## src/rtl/sdg_pkg.sv

```systemverilog
package sdg_pkg;

    typedef enum logic [2:0] {
        OP_NOP  = 3'd0,
        OP_ACT  = 3'd1,
        OP_RD   = 3'd2,
        OP_WR   = 3'd3,
        OP_PRE  = 3'd4,
        OP_PREA = 3'd5
    } sdg_op_e;

    typedef enum logic [1:0] {
        BK_CLOSED,
        BK_ACTIVATING,
        BK_OPEN,
        BK_PRECHARGING
    } sdg_bank_state_e;

    typedef enum logic {
        IT_WAIT,
        IT_PEND
    } sdg_idle_state_e;

    typedef struct packed {
        logic [1:0] rcd_cyc;
        logic [1:0] rp_cyc;
        logic [3:0] ras_cyc;
        logic       idle_en;
        logic [6:0] idle_lim;
        logic [3:0] cas_half;
        logic       err;
    } sdg_timing_t;

endpackage

```

## src/rtl/sdg_cfg_decode.sv

```systemverilog
module sdg_cfg_decode
    import sdg_pkg::*;
(
    input  logic [31:0] cfg_word,
    output sdg_timing_t tim
);
    logic [1:0] rcd_code, rp_code, ras_code, cas_code;
    logic [2:0] idle_code;
    logic       ddr_mode;
    logic       rcd_bad, rp_bad, idle_bad, cas_bad;

    assign rcd_code  = cfg_word[1:0];
    assign rp_code   = cfg_word[3:2];
    assign ras_code  = cfg_word[5:4];
    assign idle_code = cfg_word[8:6];
    assign cas_code  = cfg_word[10:9];
    assign ddr_mode  = cfg_word[11];

    always_comb begin
        rcd_bad  = 1'b0;
        rp_bad   = 1'b0;
        idle_bad = 1'b0;
        cas_bad  = 1'b0;
        tim      = '0;

        unique case (rcd_code)
            2'b01:   tim.rcd_cyc = 2'd3;
            2'b10:   tim.rcd_cyc = 2'd2;
            default: begin tim.rcd_cyc = 2'd3; rcd_bad = 1'b1; end
        endcase

        unique case (rp_code)
            2'b01:   tim.rp_cyc = 2'd3;
            2'b10:   tim.rp_cyc = 2'd2;
            default: begin tim.rp_cyc = 2'd3; rp_bad = 1'b1; end
        endcase

        tim.ras_cyc = 4'd8 - {2'b00, ras_code};

        unique case (idle_code)
            3'b000:  tim.idle_en = 1'b0;
            3'b001:  begin tim.idle_en = 1'b1; tim.idle_lim = 7'd0;  end
            3'b010:  begin tim.idle_en = 1'b1; tim.idle_lim = 7'd8;  end
            3'b011:  begin tim.idle_en = 1'b1; tim.idle_lim = 7'd16; end
            3'b100:  begin tim.idle_en = 1'b1; tim.idle_lim = 7'd64; end
            default: begin tim.idle_en = 1'b0; idle_bad = 1'b1; end
        endcase

        if (ddr_mode) begin
            unique case (cas_code)
                2'b00:   tim.cas_half = 4'd5;
                2'b01:   tim.cas_half = 4'd4;
                default: begin tim.cas_half = 4'd5; cas_bad = 1'b1; end
            endcase
        end else begin
            unique case (cas_code)
                2'b01:   tim.cas_half = 4'd6;
                2'b10:   tim.cas_half = 4'd4;
                default: begin tim.cas_half = 4'd6; cas_bad = 1'b1; end
            endcase
        end

        tim.err = rcd_bad | rp_bad | idle_bad | cas_bad | (|cfg_word[31:12]);
    end
endmodule

```

## src/rtl/sdg_bank.sv

```systemverilog
module sdg_bank
    import sdg_pkg::*;
#(
    parameter int MAX_OPEN_CYC = 24000,
    parameter int OPEN_W       = 15
) (
    input  logic       clk,
    input  logic       rst_n,
    input  logic [1:0] rcd_cyc,
    input  logic [1:0] rp_cyc,
    input  logic [3:0] ras_cyc,
    input  logic       act_go,
    input  logic       pre_go,
    output logic       act_ok,
    output logic       rw_ok,
    output logic       pre_ok,
    output logic       is_open,
    output logic       in_use,
    output logic       expired
);
    localparam logic [OPEN_W-1:0] OPEN_MAX = OPEN_W'(MAX_OPEN_CYC);

    sdg_bank_state_e   st, nxt;
    logic [1:0]        rcd_cnt, rp_cnt;
    logic [2:0]        ras_cnt;
    logic [OPEN_W-1:0] open_cnt;

    always_ff @(posedge clk or negedge rst_n) begin
        if (!rst_n) st <= BK_CLOSED;
        else        st <= nxt;
    end

    always_comb begin
        nxt = st;
        unique case (st)
            BK_CLOSED:      if (act_go)         nxt = BK_ACTIVATING;
            BK_ACTIVATING:  if (rcd_cnt == 2'd1) nxt = BK_OPEN;
            BK_OPEN:        if (pre_go)         nxt = BK_PRECHARGING;
            BK_PRECHARGING: if (rp_cnt == 2'd1)  nxt = BK_CLOSED;
            default:                            nxt = BK_CLOSED;
        endcase
    end

    always_ff @(posedge clk or negedge rst_n) begin
        if (!rst_n) begin
            rcd_cnt  <= '0;
            rp_cnt   <= '0;
            ras_cnt  <= '0;
            open_cnt <= '0;
        end else begin
            if (act_go)               rcd_cnt <= rcd_cyc - 2'd1;
            else if (rcd_cnt != 2'd0) rcd_cnt <= rcd_cnt - 2'd1;

            if (act_go)               ras_cnt <= 3'(ras_cyc - 4'd1);
            else if (ras_cnt != 3'd0) ras_cnt <= ras_cnt - 3'd1;

            if (pre_go && st == BK_OPEN) rp_cnt <= rp_cyc - 2'd1;
            else if (rp_cnt != 2'd0)     rp_cnt <= rp_cnt - 2'd1;

            if (act_go)                           open_cnt <= OPEN_W'(1);
            else if (in_use && open_cnt != OPEN_MAX) open_cnt <= open_cnt + OPEN_W'(1);
            else if (!in_use)                     open_cnt <= '0;
        end
    end

    always_comb begin
        in_use  = (st == BK_ACTIVATING) || (st == BK_OPEN);
        is_open = (st == BK_OPEN);
        expired = in_use && (open_cnt == OPEN_MAX);
        act_ok  = (st == BK_CLOSED);
        rw_ok   = is_open && !expired;
        pre_ok  = (st != BK_ACTIVATING) && (ras_cnt == 3'd0);
    end
endmodule

```

## src/rtl/sdg_idle_timer.sv

```systemverilog
module sdg_idle_timer
    import sdg_pkg::*;
#(
    parameter int LIM_W = 7
) (
    input  logic             clk,
    input  logic             rst_n,
    input  logic             cmd_acc,
    input  logic             prea_acc,
    input  logic             any_in_use,
    input  logic             idle_en,
    input  logic [LIM_W-1:0] idle_lim,
    output logic             req
);
    sdg_idle_state_e  st, nxt;
    logic [LIM_W-1:0] cnt;

    always_ff @(posedge clk or negedge rst_n) begin
        if (!rst_n) st <= IT_WAIT;
        else        st <= nxt;
    end

    always_comb begin
        nxt = st;
        unique case (st)
            IT_WAIT: if (!cmd_acc && idle_en && any_in_use && cnt >= idle_lim) nxt = IT_PEND;
            IT_PEND: if (prea_acc) nxt = IT_WAIT;
            default: nxt = IT_WAIT;
        endcase
    end

    always_ff @(posedge clk or negedge rst_n) begin
        if (!rst_n)          cnt <= '0;
        else if (cmd_acc)    cnt <= '0;
        else if (cnt != '1)  cnt <= cnt + LIM_W'(1);
    end

    always_comb req = (st == IT_PEND);
endmodule

```

## src/rtl/sdg_bank_guard.sv

```systemverilog
module sdg_bank_guard
    import sdg_pkg::*;
#(
    parameter int NUM_GROUPS      = 4,
    parameter int BANKS_PER_GROUP = 4,
    parameter int CLK_PERIOD_PS   = 5000,
    parameter int MAX_OPEN_NS     = 120000
) (
    input  logic                                  clk,
    input  logic                                  rst_n,
    input  logic                                  cfg_we,
    input  logic [31:0]                           cfg_wdata,
    input  logic                                  cmd_valid,
    input  logic [2:0]                            cmd_op,
    input  logic [$clog2(NUM_GROUPS)-1:0]         cmd_group,
    input  logic [$clog2(BANKS_PER_GROUP)-1:0]    cmd_bank,
    output logic                                  cmd_grant,
    output logic [NUM_GROUPS*BANKS_PER_GROUP-1:0] bank_open,
    output logic [NUM_GROUPS*BANKS_PER_GROUP-1:0] force_pre_req,
    output logic                                  pre_all_req,
    output logic [3:0]                            cas_half_clks,
    output logic                                  cfg_error
);
    localparam int NUM_BANKS    = NUM_GROUPS * BANKS_PER_GROUP;
    localparam int GRP_W        = $clog2(NUM_GROUPS);
    localparam int BNK_W        = $clog2(BANKS_PER_GROUP);
    localparam int IDX_W        = GRP_W + BNK_W;
    localparam int MAX_OPEN_CYC = (MAX_OPEN_NS * 1000) / CLK_PERIOD_PS;
    localparam int OPEN_W       = $clog2(MAX_OPEN_CYC + 1);

    logic [31:0]          cfg_q;
    sdg_timing_t          tim;
    sdg_op_e              op;
    logic [IDX_W-1:0]     sel_idx;
    logic                 legal;
    logic [NUM_BANKS-1:0] act_ok, rw_ok, pre_ok, in_use, act_go, pre_go;

    always_ff @(posedge clk or negedge rst_n) begin
        if (!rst_n)      cfg_q <= '0;
        else if (cfg_we) cfg_q <= cfg_wdata;
    end

    sdg_cfg_decode u_dec (
        .cfg_word (cfg_q),
        .tim      (tim)
    );

    assign op      = sdg_op_e'(cmd_op);
    assign sel_idx = {cmd_group, cmd_bank};

    always_comb begin
        unique case (op)
            OP_ACT:        legal = act_ok[sel_idx];
            OP_RD, OP_WR:  legal = rw_ok[sel_idx];
            OP_PRE:        legal = pre_ok[sel_idx];
            OP_PREA:       legal = &pre_ok;
            default:       legal = 1'b0;
        endcase
    end

    assign cmd_grant = cmd_valid && legal;

    for (genvar i = 0; i < NUM_BANKS; i++) begin : g_bank
        assign act_go[i] = cmd_grant && (op == OP_ACT) && (sel_idx == IDX_W'(i));
        assign pre_go[i] = cmd_grant && ((op == OP_PREA) ||
                                         ((op == OP_PRE) && (sel_idx == IDX_W'(i))));
        sdg_bank #(
            .MAX_OPEN_CYC (MAX_OPEN_CYC),
            .OPEN_W       (OPEN_W)
        ) u_bank (
            .clk     (clk),
            .rst_n   (rst_n),
            .rcd_cyc (tim.rcd_cyc),
            .rp_cyc  (tim.rp_cyc),
            .ras_cyc (tim.ras_cyc),
            .act_go  (act_go[i]),
            .pre_go  (pre_go[i]),
            .act_ok  (act_ok[i]),
            .rw_ok   (rw_ok[i]),
            .pre_ok  (pre_ok[i]),
            .is_open (bank_open[i]),
            .in_use  (in_use[i]),
            .expired (force_pre_req[i])
        );
    end

    sdg_idle_timer #(.LIM_W(7)) u_idle (
        .clk        (clk),
        .rst_n      (rst_n),
        .cmd_acc    (cmd_grant),
        .prea_acc   (cmd_grant && (op == OP_PREA)),
        .any_in_use (|in_use),
        .idle_en    (tim.idle_en),
        .idle_lim   (tim.idle_lim),
        .req        (pre_all_req)
    );

    assign cas_half_clks = tim.cas_half;
    assign cfg_error     = tim.err;
endmodule

```

## config.mk

```make
export PLATFORM = sky130hd
export DESIGN_NAME = sdg_bank_guard
export DESIGN_NICKNAME = d
export VERILOG_FILES = /design/src/rtl/sdg_pkg.sv /design/src/rtl/sdg_cfg_decode.sv /design/src/rtl/sdg_bank.sv /design/src/rtl/sdg_idle_timer.sv /design/src/rtl/sdg_bank_guard.sv
export SDC_FILE = /design/constraint.sdc
export NUM_CORES = 1
export LEC_CHECK = 0
export ABC_AREA = 1
export ABC_CLOCK_PERIOD_IN_PS = 2700
export BUFFER_PORTS_ARGS = -buffer_cell sky130_fd_sc_hd__buf_2
export CORE_UTILIZATION = 64
export CTS_BUF_LIST = sky130_fd_sc_hd__clkbuf_8 sky130_fd_sc_hd__clkbuf_16
export CTS_CLUSTER_SIZE = 20
export DETAILED_ROUTE_END_ITERATION = 8
export GPL_ROUTABILITY_DRIVEN = 0
export PLACE_DENSITY_LB_ADDON = 0.12
export SYNTH_ARGS = -nofsm -noshare
export SYNTH_HDL_FRONTEND = slang
export SYNTH_SLANG_ARGS = --single-unit
```

## constraint.sdc

```tcl
create_clock -name clk -period 2.7 [get_ports clk]
set_input_delay 0.27 -clock clk [delete_from_list [all_inputs] [get_ports clk]]
set_output_delay 0.27 -clock clk [all_outputs]
set_load 0.005 [all_outputs]
```

==> results.toml, run 1 <==
[outcome]
status = "complete, but fails checks"
violations = "negative setup slack"

[job]
max_cap_violations = 0

[die]
io_pins = 82
die_area_um2 = 43400
dieHeight_um = 208
num_rows = 75
coreArea_um2 = 41900
die_x_um = 208
initial_core_util_pct = 64.9

[timing]
setup_viol = 366
finalClockSkew_ps = 26.2
hold_viol = 0
post-route-period-util_pct = 112
timing.fmax_ghz = 0.332
post-route-worst-setup-slack_ps = -313
tightest_slew_ps = 901
hold_ws_ps = 174
period_needed_ps = 3010
slew_viol_final = 0
finalSetupTns_ps = -57230
rsz0062_at_grt = "true"
slew_headroom_pct = 39.8

[clock_tree]
htree_levels = 2
insertion_delay_ps = 600
root_buffer = "clkbuf_16"
cts_tree = "yes"
cts.path.max_buffers = 3
cts_num_sinks = 424
clkSlewWorstSetupHoldPaths_ps = 60
cts_buffers = 48

[critical_path]
path_class = "reg -> out"
startpoint_type = "flip-flop"
reg2reg_from = "g_bank[10].u_bank.open_cnt[1]"
r2r_cells = 21
crit_arrival_ps = 2740
r2r-end = "g_bank[12].u_bank.rcd_cnt[0]"
worstPathMaxFanout = 3
cp-end-kind = "primary output"
required_ps = 2430
regToRegSetupSlack_ps = -280

[pwr]
internal-power_w = 0.0176
power.density_nw_per_um2 = 916
switching_power_w = 0.0123
seqPwrFrac_pct = 30.1
combPwrFrac_pct = 47.1
power_leakage_nw = 18.0
switching_share_pct = 41.0
power_w = 0.0299
clkPwrFrac_pct = 22.7
worst_ir_drop_vdd_uv = 748

[synth]
syn_area_um2 = 27200
synth-seq-area-share_pct = 39.0
yosys_warnings = 0
synth-edff-count = 0
ys.flop_type = "dfrtp_1"
synth-async-reset-ratio_pct = 100
postSynthAreaPerCell_um2 = 7.62
syn_inst = 3575
ys_ff_latch = 424
syn_nets = 3836
synth_cell_type_count = 50

[detailed_routing]
wl_per_cell_um = 16.2
dr.pass1.iters = 8
ant_nets = 0
avgViaCountPerCell = 5.66
drcViolationCount = 0
vias = 25288
drt_wl_total_um = 72300
drtIter0Drc = 2190

[global_routing]
gr-total-overflow = 0
grt_pass1_wl_um = 116000
grt_usage_pct = 32.5
grt_start_max_net_pins = 80
antenna_found_initial = 2
grt_pass1_vias = 24942

[final_layout]
layout_commonest_cell = "inv_1"
nets = 4153
final_cell_mix = "inv_1 (754), nand2_1 (617), dfrtp_1 (424), nor2_1 (311), ha_1 (215)"
fillers = 2839
syn_to_final_growth_pct = 19.9
design_area_um2 = 32600
drive_above_1_share_pct = 15.8

[placed_design]
dpl.hpwl_um = 48900
pre_cts_ws_ps = -145
place_area_um2 = 29400
io_buffer_count = 79

[min_path]
hold_path_end = "g_bank[14].u_bank.ras_cnt[0]"
min_path_cells = 3
worstHoldStart = "cmd_valid"
min_path_type = "in -> reg"
==> worst max path at each step <==
| stage | from | to | slack (ps) | cells after the start |
|---|---|---|---|---|
| 6_report | g_bank[10].u_bank.open_cnt[1] | cmd_grant | -310 | 16 |
| 3_3_place_gp | g_bank[10].u_bank.open_cnt[0] | g_bank[12].u_bank.ras_cnt[0] | -100 | 19 |
| 5_1_grt | g_bank[10].u_bank.open_cnt[0] | cmd_grant | -400 | 16 |
| 2_1_floorplan | g_bank[6].u_bank.st[0] | g_bank[6].u_bank.rcd_cnt[1] | 390 | 18 |
| 4_1_cts | g_bank[10].u_bank.open_cnt[1] | cmd_grant | -250 | 16 |
| 3_5_place_dp | g_bank[10].u_bank.open_cnt[0] | g_bank[4].u_bank.open_cnt[7] | -140 | 18 |
==> through the flow <==
stage / std cells / utilization (%)
2_1_floorplan: 3575 / -
3_3_place_gp: 4288 / 70.1
3_5_place_dp: 4288 / 70.1
4_1_cts: 4434 / 75.8
5_1_grt: 4466 / 77.8
6_report: 4467 / 77.8
==> per-layer routing <==
metal | up-vias | wire length [µm] | global-route usage [%]
li1 | 12092 | - | -
met1 | 12020 | 29500 | 40.7
met2 | 947 | 35300 | 55.7
met3 | 227 | 4890 | 4.95
met4 | 2 | 2640 | 13.9
met5 | - | 14 | 0
==> state kept, by name, summed over array words and instances (netlist names) <==
name / cells
u_idle.cnt: 7
g_bank.u_bank.rcd_cnt: 32
u_idle.req: 1
g_bank.u_bank.st: 32
cfg_q: 32
g_bank.u_bank.rp_cnt: 32
g_bank.u_bank.open_cnt: 240
g_bank.u_bank.ras_cnt: 48
==> final cells by class <==
| type | instances | area, µm² | share of cell area (%) |
|---|---|---|---|
| timing repair buffer | 368 | 3250 | 9.95 |
| sequential | 424 | 10600 | 32.5 |
| antenna | 1 | 2.50 | 0.00767 |
| clock buffer | 58 | 1350 | 4.14 |
| clock inverter | 27 | 284 | 0.870 |
| tap | 539 | 674 | 2.07 |
| inverter | 779 | 2930 | 8.99 |
| multi-input combinational | 2271 | 13500 | 41.5 |
==> worst max-delay path: stages, from the launching register on <==
cell and delay [ps]:
dfrtp_1 390, inv_2 90, ha_4 120, nand4_1 160, nor2_2 200, nand3_2 150, nand2_4 150, nand2_4 60
nor2_4 120, nor2_1 50, nor2_1 140, nand2_1 90, nand2_2 110, nand2_8 90, nand2_8 80, inv_8 30
buf_6 100
==> synthesized netlist by cell type, types with 5 or more instances <==
cell	instances	area [µm²]
or2_2	27	169
nand2_1	640	2400
xor2_1	38	333
o211ai_1	76	571
mux2_2	12	135
nand4_2	11	138
nand3_1	199	996
dfrtp_1	424	10600
inv_1	762	2860
buf_6	8	90.1
nand2_2	7	43.8
a21o_1	5	37.5
xnor2_1	21	184
a31oi_1	11	68.8
nor3_1	64	320
o21ai_0	225	1130
o21ai_1	21	105
a221oi_1	10	87.6
a21oi_1	83	415
inv_2	16	60.1
ha_1	218	2730
o22ai_1	25	156
nor2_1	329	1230
o2111ai_1	24	210
buf_2	25	125
nand4_1	111	694
nor4_1	38	238
nand3_2	12	120
clkbuf_1	16	60.1
a21oi_2	11	96.3
buf_4	47	353
nor3b_1	18	135
==> power groups by stage <==
stage               logic (W)  clock network [W]  registers (W)
floorplan             0.00889                  0        0.00893
global placement       0.0123                  0        0.00895
detailed placement     0.0130                  0        0.00907
CTS                    0.0134            0.00687        0.00898
global route           0.0158            0.00713        0.00916
finish                 0.0141            0.00680        0.00900
==> repair_timing <==
item / in CTS / in global routing
hold buffers: 33 / 0
cloned: 1 / 9
setup endpoints to repair: 297 / 391
buffers inserted: 30 / 27
endpoints found under the hold margin: 99 / 0
pin swaps: 16 / 39
gates resized for setup: 48 / 151
==> logic make-up after synthesis <==
kind of cell               after synthesis  synth area share [%]
buffers and inverters                  881                  13.2
xor gates and xnor gates                59                  1.90
other                                    2                0.0276
and+or+nand+nor                       1472                  24.4
DFF                                    424                  39.0
adders and majority gates              218                  10.0
muxes                                   12                 0.496
AOI/OAI and AO/OA                      507                  11.0
No activity file was read; power rests on OpenSTA's default activity.
==> inputs of run 2 (changes only) <==
--- a/config.mk
+++ b/config.mk
@@ -14,6 +14,7 @@
 export DETAILED_ROUTE_END_ITERATION = 8
 export GPL_ROUTABILITY_DRIVEN = 0
 export PLACE_DENSITY_LB_ADDON = 0.12
+export RECOVER_POWER = 100
 export SYNTH_ARGS = -nofsm -noshare
 export SYNTH_HDL_FRONTEND = slang
 export SYNTH_SLANG_ARGS = --single-unit
==> run 2 against run 1 <==
Effect of this change:
- clock-buffer cell count unchanged
- total power decreased by 0.34%
- critical path type unchanged
- the flow finishes with violations (max-capacitance violations, max-slew violations, negative setup slack)
- clock power about the same
- cell count unchanged
- via count about the same
- maximum frequency about the same
- combinational power about the same
- non-clock buffer count unchanged
- setup slack got worse by 2.1 ps
- register-to-register slack about the same
- highest routed layer unchanged
- sequential share of layout area increased by 0.13 points
- first-iteration DRC count about the same
==> results.toml, run 2 (synthesis gave the netlist of run 1 again) <==
[clock_tree]
cts_buffers = 48
root_buffer = "clkbuf_16"
clkSlewWorstSetupHoldPaths_ps = 60
cts.path.max_buffers = 3
insertion_delay_ps = 600
cts_tree = "yes"
cts_num_sinks = 424
htree_levels = 2

[pwr]
internal-power_w = 0.0175
power_leakage_nw = 17.9
seqPwrFrac_pct = 30.2
switching_share_pct = 41.2
power.density_nw_per_um2 = 916
clkPwrFrac_pct = 22.8
switching_power_w = 0.0123
combPwrFrac_pct = 47.0
worst_ir_drop_vdd_uv = 748

[critical_path]
cp-end-kind = "primary output"
crit_slowest_cell = "dfrtp_1"
critical_path_buf_inv_count = 3
worstPathMaxFanout = 3
required_ps = 2430
crit_family = "simple AND/OR/NAND/NOR gates"
path_class = "reg -> out"
startpoint_type = "flip-flop"
worstPathCellList = "inv_2 > ha_4 > nand4_1 > nor2_2 > nand3_2 > nand2_4 > nand2_4 > nor2_4 > nor2_1 > nor2_1 > nand2_1 > nand2_2 > nand2_8 > nand2_8 > inv_8 > buf_6"
max_stage_delay_ps = 390
crit_arrival_ps = 2750

[timing]
timing.fmax_ghz = 0.332
post-route-period-util_pct = 112
finalSetupTns_ps = -57760
rsz0062_at_grt = "true"
setup_viol = 367
tightest_slew_ps = 2080
hold_viol = 0
slew_headroom_pct = -39.0
slew_viol_final = 128
period_needed_ps = 3020
post-route-worst-setup-slack_ps = -316
finalClockSkew_ps = 24.5
hold_ws_ps = 172

[detailed_routing]
drt_wl_total_um = 72200
drcViolationCount = 0
wl_per_cell_um = 16.2
dr.pass1.iters = 6
ant_nets = 0
avgViaCountPerCell = 5.66
vias = 25279
drtIter0Drc = 2189

[die]
io_pins = 82
die_x_um = 208
coreArea_um2 = 41900
dieHeight_um = 208
initial_core_util_pct = 64.9
die_area_um2 = 43400
num_rows = 75

[placed_design]
place_area_um2 = 29400
dpl.hpwl_um = 48900
io_buffer_count = 79

[global_routing]
antenna_found_initial = 2
grt_pass1_vias = 24942
grt_usage_pct = 32.5
gr-total-overflow = 0
grt_start_max_net_pins = 80
grt_pass1_wl_um = 116000

[final_layout]
fillers = 2877
syn_to_final_growth_pct = 19.4
largest-register = "g_bank.u_bank.open_cnt"
final_cell_mix = "inv_1 (754), nand2_1 (617), dfrtp_1 (424), nor2_1 (311), ha_1 (215)"
top_regs = "g_bank.u_bank.open_cnt: 240 flops, g_bank.u_bank.ras_cnt: 48 flops"
largest_reg_flops = 240
layout_commonest_cell = "inv_1"
nets = 4153
drive_above_1_share_pct = 15.2
design_area_um2 = 32500

[min_path]
min_path_type = "in -> reg"

[job]
max_cap_violations = 2

[outcome]
violations = "max-capacitance violations, max-slew violations, negative setup slack"
status = "complete, but fails checks"
==> run 2: cell count changes in the layout (fill, tap and decap cells not counted), sizes merged <==
cell | previous run | this run
clkbuf | 65 | 92
buf | 328 | 301
==> run 2: through the flow <==
step / utilization [%] / std cells / setup WS (ps) / power [W]
finish: 77.5 / 4467 / -316 / 0.0298
global route: 77.5 / 4466 / -403 / 0.0320
CTS: 75.8 / 4434 / -254 / 0.0293
detailed placement: 70.1 / 4288 / -145 / 0.0221
global placement: 70.1 / 4288 / -98.6 / 0.0212
floorplan: - / 3575 / 387 / 0.0178
==> run 2: layout make-up <==
class / count / area (µm²) / area share [%]
Clock inverter: 27 / 284 / 0.874
Multi-Input combinational cell: 2271 / 13500 / 41.7
Tap cell: 539 / 674 / 2.07
Antenna cell: 1 / 2.50 / 0.00770
Timing Repair Buffer: 368 / 3110 / 9.58
Sequential cell: 424 / 10600 / 32.6
Clock buffer: 58 / 1350 / 4.15
Inverter: 779 / 2930 / 9.03
==> run 2: worst paths after layout <==
kind / from / to / slack [ps] / cells after the start
min in group asynchronous: rst_n / g_bank[4].u_bank.open_cnt[5] / 820 / 2
setup / recovery: g_bank[10].u_bank.open_cnt[1] / cmd_grant / -320 / 16
hold / removal: cmd_valid / g_bank[14].u_bank.ras_cnt[0] / 170 / 3
max in group asynchronous: rst_n / g_bank[0].u_bank.open_cnt[12] / 180 / 3
hold reg to reg: g_bank[1].u_bank.rp_cnt[1] / g_bank[1].u_bank.rp_cnt[1] / 510 / 2
setup reg to reg: g_bank[10].u_bank.open_cnt[1] / g_bank[12].u_bank.rcd_cnt[0] / -280 / 21
==> run 2: what timing repair did <==
item                                   CTS  global route
setup endpoints to repair              297           391
pin swaps                               16            39
endpoints found under the hold margin   99             0
setup buffers                           30            27
gates cloned                             1             9
resized for setup                       48           151
hold buffers                            33             0
==> run 2: power groups by stage <==
stage	combinational, W	sequential, W	clock, W
2_1_floorplan	0.00889	0.00893	0
3_3_place_gp	0.0123	0.00895	0
3_5_place_dp	0.0130	0.00907	0
4_1_cts	0.0134	0.00898	0.00687
5_1_grt	0.0157	0.00916	0.00713
6_report	0.0140	0.00901	0.00679
==> run 2: tightest hold or removal path, delay by kind of cell <==
family,cells,cell delay [ps]
buffers and inverters,1,180
AND/OR/NAND/NOR,1,170
AO/OA/AOI/OAI,1,90
==> run 2: routing by layer <==
metal	global-route usage, %	part of all wire (%)	wire length [µm]
met1	40.7	41	29300
met2	55.7	49	35200
met3	4.95	6.9	4980
met4	13.9	3.7	2710
met5	0	0.019	14
